==> src/rtl/pic_prog_pkg.sv <==
`timescale 1ns/1ps
// Shared types for the interrupt controller programming front end.
// Assumes eight request lines; command codes are fixed by the port contract.
package pic_prog_pkg;

    localparam int N_LINES = 8;
    localparam int ID_W    = $clog2(N_LINES);

    // Position in the initialization word sequence.
    typedef enum logic [1:0] {
        ST_NORMAL = 2'd0,
        ST_BASE   = 2'd1,
        ST_CASC   = 2'd2,
        ST_MODE   = 2'd3
    } init_st_e;

    // Priority command codes presented on eoi_op.
    typedef enum logic [2:0] {
        OP_NONE     = 3'd0,
        OP_EOI      = 3'd1,
        OP_ROT_EOI  = 3'd2,
        OP_SPEC_EOI = 3'd3,
        OP_SET_PRI  = 3'd4,
        OP_SPEC_ROT = 3'd5
    } eoi_op_e;

endpackage

==> src/rtl/pic_wr_decode.sv <==
`timescale 1ns/1ps
// Classifies a bus write into one of four kinds. Purely combinational.
// Assumes wr_en is a single-cycle strobe with stable addr and class bits.
module pic_wr_decode (
    input  logic       wr_en,
    input  logic       addr,
    input  logic [1:0] cls_bits,   // write data bits 4:3
    output logic       is_init,
    output logic       is_opcmd,
    output logic       is_prio,
    output logic       is_data
);
    // One-hot write class from address and data bits 4 and 3.
    always_comb begin
        is_init  = wr_en && !addr && cls_bits[1];
        is_opcmd = wr_en && !addr && !cls_bits[1] && cls_bits[0];
        is_prio  = wr_en && !addr && !cls_bits[1] && !cls_bits[0];
        is_data  = wr_en && addr;
    end
endmodule

==> src/rtl/pic_init_seq.sv <==
`timescale 1ns/1ps
// Initialization word sequencer and holder of the mask, vector base and
// mode-word flags. Assumes at most one decoded write class per cycle.
module pic_init_seq #(
    parameter int N_LINES = 8,
    parameter int BASE_LSB = $clog2(N_LINES)
) (
    input  logic               clk,
    input  logic               rst_n,
    input  logic               is_init,
    input  logic               is_data,
    input  logic [N_LINES-1:0] wdata,
    output logic [N_LINES-1:0] mask_vec,
    output logic [N_LINES-1:0] vec_base,
    output logic               single_mode,
    output logic               fully_nested,
    output logic               auto_eoi,
    output logic               init_busy,
    output logic               init_start,
    output logic               level_err
);
    import pic_prog_pkg::*;

    localparam logic [N_LINES-1:0] BASE_KEEP = {{(N_LINES-BASE_LSB){1'b1}}, {BASE_LSB{1'b0}}};

    init_st_e state_q;
    logic     need_mode_q;

    // Sequence state, captured flags and the registers it owns.
    always_ff @(posedge clk) begin
        if (!rst_n) begin
            state_q      <= ST_NORMAL;
            need_mode_q  <= 1'b0;
            single_mode  <= 1'b0;
            mask_vec     <= '0;
            vec_base     <= '0;
            fully_nested <= 1'b0;
            auto_eoi     <= 1'b0;
        end else if (is_init) begin
            state_q      <= ST_BASE;
            need_mode_q  <= wdata[0];
            single_mode  <= wdata[1];
            mask_vec     <= '0;
            vec_base     <= '0;
            fully_nested <= 1'b0;
            auto_eoi     <= 1'b0;
        end else if (is_data) begin
            unique case (state_q)
                ST_NORMAL: mask_vec <= wdata;
                ST_BASE: begin
                    vec_base <= wdata & BASE_KEEP;
                    state_q  <= (single_mode && need_mode_q) ? ST_MODE : ST_CASC;
                end
                ST_CASC: state_q <= need_mode_q ? ST_MODE : ST_NORMAL;
                ST_MODE: begin
                    fully_nested <= wdata[4];
                    auto_eoi     <= wdata[1];
                    state_q      <= ST_NORMAL;
                end
                default: state_q <= ST_NORMAL;
            endcase
        end
    end

    // One-cycle strobes raised by a start word.
    always_ff @(posedge clk) begin
        if (!rst_n) begin
            init_start <= 1'b0;
            level_err  <= 1'b0;
        end else begin
            init_start <= is_init;
            level_err  <= is_init && wdata[3];
        end
    end

    // Busy whenever the sequence waits for a further word.
    always_comb init_busy = (state_q != ST_NORMAL);
endmodule

==> src/rtl/pic_ocw_ctrl.sv <==
`timescale 1ns/1ps
// Operation and priority command handling: poll, read select, special mask,
// rotate-on-auto-EOI and the one-cycle priority command strobe.
// Assumes a start word clears all of this state.
module pic_ocw_ctrl #(
    parameter int ID_W = 3
) (
    input  logic            clk,
    input  logic            rst_n,
    input  logic            is_init,
    input  logic            is_opcmd,
    input  logic            is_prio,
    input  logic            rd_en,
    input  logic [2:0]      hi_bits,   // write data bits 7:5
    input  logic [ID_W-1:0] lo_bits,   // write data bits 2:0
    output logic            poll_armed,
    output logic            rd_svc_sel,
    output logic            special_mask,
    output logic            rot_on_aeoi,
    output logic            poll_ack,
    output logic [2:0]      eoi_op,
    output logic [ID_W-1:0] eoi_lvl
);
    import pic_prog_pkg::*;

    // Read consumes the poll answer while poll is armed.
    always_comb poll_ack = rd_en && poll_armed;

    // Operation command fields and poll disarm on read.
    always_ff @(posedge clk) begin
        if (!rst_n || is_init) begin
            poll_armed   <= 1'b0;
            rd_svc_sel   <= 1'b0;
            special_mask <= 1'b0;
        end else if (is_opcmd) begin
            if (lo_bits[2]) poll_armed <= 1'b1;
            if (lo_bits[1]) rd_svc_sel <= lo_bits[0];
            if (hi_bits[1]) special_mask <= hi_bits[0];
        end else if (poll_ack) begin
            poll_armed <= 1'b0;
        end
    end

    // Priority command decode into a one-cycle strobe and rotate flag.
    always_ff @(posedge clk) begin
        if (!rst_n || is_init) begin
            rot_on_aeoi <= 1'b0;
            eoi_op      <= OP_NONE;
            eoi_lvl     <= '0;
        end else begin
            eoi_op <= OP_NONE;
            if (is_prio) begin
                eoi_lvl <= lo_bits;
                unique case (hi_bits)
                    3'd0: rot_on_aeoi <= 1'b0;
                    3'd4: rot_on_aeoi <= 1'b1;
                    3'd1: eoi_op <= OP_EOI;
                    3'd5: eoi_op <= OP_ROT_EOI;
                    3'd3: eoi_op <= OP_SPEC_EOI;
                    3'd6: eoi_op <= OP_SET_PRI;
                    3'd7: eoi_op <= OP_SPEC_ROT;
                    default: eoi_op <= OP_NONE;
                endcase
            end
        end
    end
endmodule

==> src/rtl/pic_rd_mux.sv <==
`timescale 1ns/1ps
// Read data selection. Combinational; zero when no read is in progress.
// Assumes poll_hit/poll_id are valid in the cycle of the read.
module pic_rd_mux #(
    parameter int N_LINES = 8,
    parameter int ID_W = 3
) (
    input  logic               rd_en,
    input  logic               addr,
    input  logic               poll_armed,
    input  logic               rd_svc_sel,
    input  logic               poll_hit,
    input  logic [ID_W-1:0]    poll_id,
    input  logic [N_LINES-1:0] req_vec,
    input  logic [N_LINES-1:0] svc_vec,
    input  logic [N_LINES-1:0] mask_vec,
    output logic [N_LINES-1:0] rdata
);
    localparam logic [N_LINES-1:0] NO_HIT = N_LINES'(N_LINES - 1);

    // Poll answer overrides the register view.
    always_comb begin
        if (!rd_en)          rdata = '0;
        else if (poll_armed) rdata = poll_hit ? N_LINES'(poll_id) : NO_HIT;
        else if (addr)       rdata = mask_vec;
        else                 rdata = rd_svc_sel ? svc_vec : req_vec;
    end
endmodule

==> src/rtl/pic_prog_if.sv <==
`timescale 1ns/1ps
// Top of the programming front end: write classification, init sequencing,
// command handling and read selection for one eight-line controller.
// Assumes single-cycle, mutually exclusive write and read strobes.
module pic_prog_if (
    input  logic       clk,
    input  logic       rst_n,
    input  logic       addr,
    input  logic       wr_en,
    input  logic       rd_en,
    input  logic [7:0] wdata,
    output logic [7:0] rdata,
    input  logic [7:0] req_vec,
    input  logic [7:0] svc_vec,
    input  logic       poll_hit,
    input  logic [2:0] poll_id,
    output logic [7:0] mask_vec,
    output logic [7:0] vec_base,
    output logic       single_mode,
    output logic       fully_nested,
    output logic       auto_eoi,
    output logic       rot_on_aeoi,
    output logic       special_mask,
    output logic       init_busy,
    output logic       init_start,
    output logic       level_err,
    output logic       poll_ack,
    output logic [2:0] eoi_op,
    output logic [2:0] eoi_lvl
);
    import pic_prog_pkg::*;

    logic is_init, is_opcmd, is_prio, is_data;
    logic poll_armed, rd_svc_sel;

    pic_wr_decode u_dec (
        .wr_en    (wr_en),
        .addr     (addr),
        .cls_bits (wdata[4:3]),
        .is_init  (is_init),
        .is_opcmd (is_opcmd),
        .is_prio  (is_prio),
        .is_data  (is_data)
    );

    pic_init_seq #(.N_LINES(N_LINES)) u_seq (
        .clk          (clk),
        .rst_n        (rst_n),
        .is_init      (is_init),
        .is_data      (is_data),
        .wdata        (wdata),
        .mask_vec     (mask_vec),
        .vec_base     (vec_base),
        .single_mode  (single_mode),
        .fully_nested (fully_nested),
        .auto_eoi     (auto_eoi),
        .init_busy    (init_busy),
        .init_start   (init_start),
        .level_err    (level_err)
    );

    pic_ocw_ctrl #(.ID_W(ID_W)) u_ocw (
        .clk          (clk),
        .rst_n        (rst_n),
        .is_init      (is_init),
        .is_opcmd     (is_opcmd),
        .is_prio      (is_prio),
        .rd_en        (rd_en),
        .hi_bits      (wdata[7:5]),
        .lo_bits      (wdata[2:0]),
        .poll_armed   (poll_armed),
        .rd_svc_sel   (rd_svc_sel),
        .special_mask (special_mask),
        .rot_on_aeoi  (rot_on_aeoi),
        .poll_ack     (poll_ack),
        .eoi_op       (eoi_op),
        .eoi_lvl      (eoi_lvl)
    );

    pic_rd_mux #(.N_LINES(N_LINES), .ID_W(ID_W)) u_rd (
        .rd_en      (rd_en),
        .addr       (addr),
        .poll_armed (poll_armed),
        .rd_svc_sel (rd_svc_sel),
        .poll_hit   (poll_hit),
        .poll_id    (poll_id),
        .req_vec    (req_vec),
        .svc_vec    (svc_vec),
        .mask_vec   (mask_vec),
        .rdata      (rdata)
    );
endmodule

==> config.mk <==
export PLATFORM = sky130hd
export DESIGN_NAME = pic_prog_if
export DESIGN_NICKNAME = d
export VERILOG_FILES = /design/src/rtl/pic_prog_pkg.sv /design/src/rtl/pic_wr_decode.sv /design/src/rtl/pic_init_seq.sv /design/src/rtl/pic_ocw_ctrl.sv /design/src/rtl/pic_rd_mux.sv /design/src/rtl/pic_prog_if.sv
export SDC_FILE = /design/constraint.sdc
export NUM_CORES = 1
export LEC_CHECK = 0
export ABC_AREA = 1
export BUFFER_PORTS_ARGS = -buffer_cell sky130_fd_sc_hd__buf_2
export CORE_ASPECT_RATIO = 1.25
export CORE_UTILIZATION = 45
export DETAILED_ROUTE_END_ITERATION = 12
export PLACE_DENSITY = 0.77
export SYNTH_ARGS = -nofsm -noshare
export SYNTH_HDL_FRONTEND = slang
export SYNTH_SLANG_ARGS = --single-unit
==> constraint.sdc <==
create_clock -name clk -period 3.1 [get_ports clk]
set_input_delay 0 -clock clk [delete_from_list [all_inputs] [get_ports clk]]
set_output_delay 0 -clock clk [all_outputs]
set_load 0.005 [all_outputs]
; Word level (Yosys, flattened, before mapping)
; Cells that the tools add are included.
[word_totals]
regBits = 31
in_bits = 33
[op_classes]
reduce_logical = 33
n_eq_ne = 10
n_bitwise = 2
muxes = 15
[ops]
columns = operator, count
row1 = $mux 8, 4
row2 = $reduce_and 2->1, 9
row3 = $pmux 3 s5, 1
row4 = $eq 3x3->1 const B, 4
row5 = $logic_and 1x1->1, 9
row6 = $reduce_bool 2->1, 4
row7 = $mux 1, 6
row8 = $pmux 2 s3, 1
row9 = $eq 2x2->1 const B, 2
row10 = $logic_not 1->1, 4
row11 = $reduce_bool 4->1, 1
row12 = $reduce_or 2->1, 2
row13 = $eq 3x1->1 const B, 1
row14 = $eq 3x2->1 const B, 1
row15 = $logic_not 3->1, 1
row16 = $mux 3, 1
row17 = $reduce_bool 3->1, 1
row18 = $eq 2x1->1 const B, 1
row19 = $logic_not 2->1, 1
row20 = $mux 2, 1
row21 = $ne 2x2->1 const B, 1
row22 = $not 1->1, 2
row23 = $pmux 1 s2, 1
row24 = $logic_or 1x1->1, 1

; Logic depth before layout (Yosys ltp)
[logic_depth]
ltp_word = 6
depth_mapped = 8
mapped_depth_nobuf = 7

; Hierarchy
; From an unflattened synthesis, not the netlist that was laid out.
[hier_totals]
hier_cells = 234
hier_area_um2 = 1562.7
[by_module_without_submodules]
columns = mod, cells_each, area_per_inst_um2, instances
row1 = pic_init_seq, 109, 863.3, 1
row2 = pic_ocw_ctrl, 49, 375.4, 1
row3 = pic_rd_mux, 66, 285.3, 1
row4 = pic_wr_decode, 10, 38.8, 1

; Worst setup path after synthesis
; OpenSTA, ideal clock, no wires.
[synth_path]
path_kind = flip-flop to flip-flop
start = register u_seq.state_q[0]
end = register u_seq.mask_vec[4]
setup_ps = 70
arrival_time_ps = 906
path_stages_with_launch = 6
n_path_buf = 0
path_slack_ps = 2124
cell_sequence = dfxtp_1 nor2_1 nand2_4 inv_2 nand2_1 a21oi_1
[synth_between]
elab_chain_cells = 2
[synth_rtl]
columns = item, line_no
row1 = start: declaration, pic_init_seq.sv:26  ; init_st_e state_q;
row2 = start signal: assignment, pic_init_seq.sv:52  ; state_q <= (single_mode && need_mode_q) ? ST_MODE : ST_CASC;
row3 = start signal: assignment, pic_init_seq.sv:54  ; ST_CASC: state_q <= need_mode_q ? ST_MODE : ST_NORMAL;
row4 = $logic_not 2->1, pic_init_seq.sv:48  ; unique case (state_q)
row5 = $reduce_and 2->1 (no source line), n/a
row6 = end signal: assignment, pic_init_seq.sv:49  ; ST_NORMAL: mask_vec <= wdata;
row7 = end: declaration, pic_init_seq.sv:13  ; output logic [N_LINES-1:0] mask_vec,
; No other way between the ends.
; A chain may end at the register's enable or synchronous reset.

; Final worst setup path
[layout_path]
start = register u_ocw.rd_svc_sel
end = output port rdata[0]
[layout_between]
elab_chain_cells = 4
[layout_rtl]
columns = item, line_no
row1 = start: declaration, pic_ocw_ctrl.sv:17  ; output logic rd_svc_sel,
row2 = start signal: assignment, pic_ocw_ctrl.sv:37  ; if (lo_bits[1]) rd_svc_sel <= lo_bits[0];
row3 = $mux 8, pic_rd_mux.sv:26  ; else rdata = rd_svc_sel ? svc_vec : req_vec;
row4 = $mux 8, pic_rd_mux.sv:25  ; else if (addr) rdata = mask_vec;
row5 = $mux 8, pic_rd_mux.sv:24  ; else if (poll_armed) rdata = poll_hit ? N_LINES'(poll_id) : NO_HIT;
row6 = $mux 8, pic_rd_mux.sv:23  ; if (!rd_en) rdata = '0;
row7 = end: declaration, pic_prog_if.sv:12  ; output logic [7:0] rdata,
; No other way between the ends.

==> summary.txt <==
Critical path
  – Startpoint Class: flop
  – Slowest CP cell: dfxtp_1
  – CP Capture Type: output port
  – Worst path max stage delay: 0.48 ns
  – Arrival @ worst endpoint: 1.55 ns
  – RR Endpoint: u_ocw.rd_svc_sel$_SDFFE_PP0P_
  – Reg-to-reg slack, setup: 1.97 ns
  – Critical path cell sequence: clkinv_1, nand2_1, nand3_1, o21ai_0, o21ai_0, buf_2
  – Worst reg-to-reg path cell count: 4
  – Critical path launch point: u_ocw.rd_svc_sel$_SDFFE_PP0P_
  – Reg-to-Reg Start: u_ocw.rd_svc_sel$_SDFFE_PP0P_
  – Critical path fanouts, max: 9
  – CP most frequent cell: o21ai_0
  – Critical Path RT: 3.10 ns
  – Setup CP Type: reg2out

Drt
  – Wire per inst: 10.9 um
  – DR iter-0 viols: 35
  – DR vias/cell: 4.91
  – Routed vias: 1614
  – DRC viols: 0
  – ANT nets after route: 0
  – DRT Pass-1 Iters: 4
  – DRT Wirelength: 3590 um

Global route
  – Number of global-route vias before repair: 1337
  – Total GRT Usage: 21.0%
  – Congestion Overflow GR: 0
  – Pin count of the biggest net entering global routing: 18
  – First-pass GRT wire length: 5550 um
  – Initial antenna violation count: 0

Die
  – Core box area: 3250 um^2
  – Die Y: 68.0 um
  – # IOs: 72
  – Core Rows: 23
  – Die area: 3730 um^2
  – Die X: 54.8 um
  – Initial Util: 48.2%

STA
  – Final setup skew: 0.00107 ns
  – Final Hold Vio Count: 0
  – Max Slew Vio Count: 0
  – Tmin final: 1.55 ns
  – Final worst slack: 1.55 ns
  – RSZ-0062 raised after global routing: no
  – Final cycle utilization of the critical path: 50.0%
  – Fmax: 0.645 GHz
  – Final setup violation count: 0
  – Total negative slack: 0 ns

Clock tree
  – H-tree levels: 2
  – Clock Sinks: 31
  – CTS tree: built
  – Root Buffer: clkbuf_8
  – Cts bufs inserted: 5
  – Maximum clock path buffer count: 2
  – Worst skew pair latency: 0.28 ns
  – Clk pin slew, worst setup/hold paths: 0.06 ns

Power
  – Leakage: 1.05 nW
  – Max VDD drop: 0.362 mV
  – Power per standard cell area: 416 nW/um^2
  – Overall Power: 831 uW

Finish
  – Layout filler cell count: 343
  – Layout cells sized above 1: 34.2%
  – ANT cells: 0
  – Commonest non-fill, non-tap cell in the layout: buf_2
  – Commonest cells after routing, fill and taps aside: 68 x buf_2, 53 x nand2_1, 31 x dfxtp_1
  – Area grow syn2layout: 27.4%
  – Fin nets: 326

Worst hold path
  – Hold Crit Start: rst_n
  – Hold Path Class: in2reg
  – Worst hold endpoint: u_seq.state_q[0]$_SDFFE_PN0P_
  – Hold depth: 3

Outcome
  – Status: completed

Logic synthesis
  – Synth Instances: 222
  – Synth warn: 0
  – Seq/Total Area, Yosys: 39.6%
  – Post-synth EDFFs: 0
  – Distinct cells, synth: 27
  – Main flop type after synthesis: dfxtp_1
  – Flip-flop and latch count after synthesis: 31
  – Synth Cell Area: 1570 um^2
  – Syn_area_per_cell: 7.07 um^2
  – Fraction of registers with async set/reset: 0%

Place
  – Post-DP HPWL: 2800 um
  – Dpl ws: 1.87 ns
  – Port bufs: 68
  – Routability cong.: 0.768

Flow run
  – Max-Cap Viols: 0
-- critical path: cells and delay by family (launching register included) --
kind,cells,cell delay (ns)
buf+inv,2,0.43
flops,1,0.48
compound gates,2,0.17
simple gates,2,0.18
-- cell families after synthesis --
logic type	Yosys count	share of synthesized area, %
DFF	31	39.6
AOI/OAI and AO/OA	35	13.4
xor gates and xnor gates	1	0.558
buffers and inverters	38	11.6
and+or+nand+nor	116	34.7
other	1	0.239
-- metrics by stage --
| step | cells | area (um^2) | util (%) | hold slack (ns) |
|---|---|---|---|---|
| after floorplan | 224 | 1580 | - | 0.0957 |
| after global placement | 320 | 1900 | 58.3 | 0.271 |
| after detailed placement | 320 | 1900 | 58.3 | 0.274 |
| after global routing | 329 | 2000 | 61.4 | 0.0117 |
| final | 329 | 2000 | 61.4 | 0.00584 |
| after CTS | 329 | 2000 | 61.4 | 0.00691 |
-- routing by layer --
metal	vias to the layer above	global-route usage, %	part of all wire [%]
li1	845	-	-
met1	706	23.9	43
met2	57	36.0	48
met3	6	4.67	6.9
met4	0	9.62	1.9
met5	-	0	0
-- cell type report --
cell class                      instances  area [um^2]  share of cell area [%]
Clock buffer                            6         72.6                    3.63
Inverter                               29          114                    5.70
Multi-Input combinational cell        155          774                    38.8
Sequential cell                        31          621                    31.1
Tap cell                               37         46.3                    2.32
Timing Repair Buffer                   71          370                    18.5
-- how the worst max path moves through the flow --
| stage | endpoint | slack (ns) | depth (start not counted) |
|---|---|---|---|
| 2_1_floorplan | u_seq.mask_vec[4]$_SDFFE_PP0P_ | 2.12 | 5 |
| 4_1_cts | rdata[0] | 1.56 | 6 |
| 6_report | rdata[0] | 1.55 | 6 |
| 3_5_place_dp | rdata[0] | 1.87 | 6 |
| 3_3_place_gp | rdata[0] | 1.93 | 6 |
| 5_1_grt | rdata[1] | 1.39 | 6 |
-- report_power, final --
group | internal, mW | switching, mW | total (mW)
registers | 0.410 | 0.00841 | 0.418
logic | 0.0540 | 0.0763 | 0.130
clock network | 0.149 | 0.133 | 0.282
-- flip-flops by register name (all words and copies together), names as in the netlist, 2 cells and up --
name,flops
u_ocw.eoi_lvl,3
u_seq.vec_base,5
u_seq.mask_vec,8
u_ocw.eoi_op,3
u_seq.state_q,2
-- Yosys cell counts, types with 3 or more instances --
master | instances | area, um^2
nor2_1 | 28 | 105
dfxtp_1 | 31 | 621
nand2_4 | 3 | 33.8
inv_2 | 5 | 18.8
nand2_1 | 53 | 199
inv_1 | 22 | 82.6
o21ai_2 | 5 | 43.8
nand4_1 | 5 | 31.3
a21oi_1 | 9 | 45.0
nor2_2 | 6 | 37.5
o21ai_0 | 13 | 65.1
o211ai_1 | 6 | 45.0
nand2_2 | 3 | 18.8
nand3_1 | 14 | 70.1
buf_4 | 3 | 22.5
buf_2 | 3 | 15.0
-- timing repair --
item / in CTS / in global routing
setup endpoints to repair: 0 / 0
setup buffers: 0 / 0
hold buffers: 3 / 0
gates resized for setup: 0 / 0
endpoints found under the hold margin: 4 / 0
(Power assumes the default switching activity.)
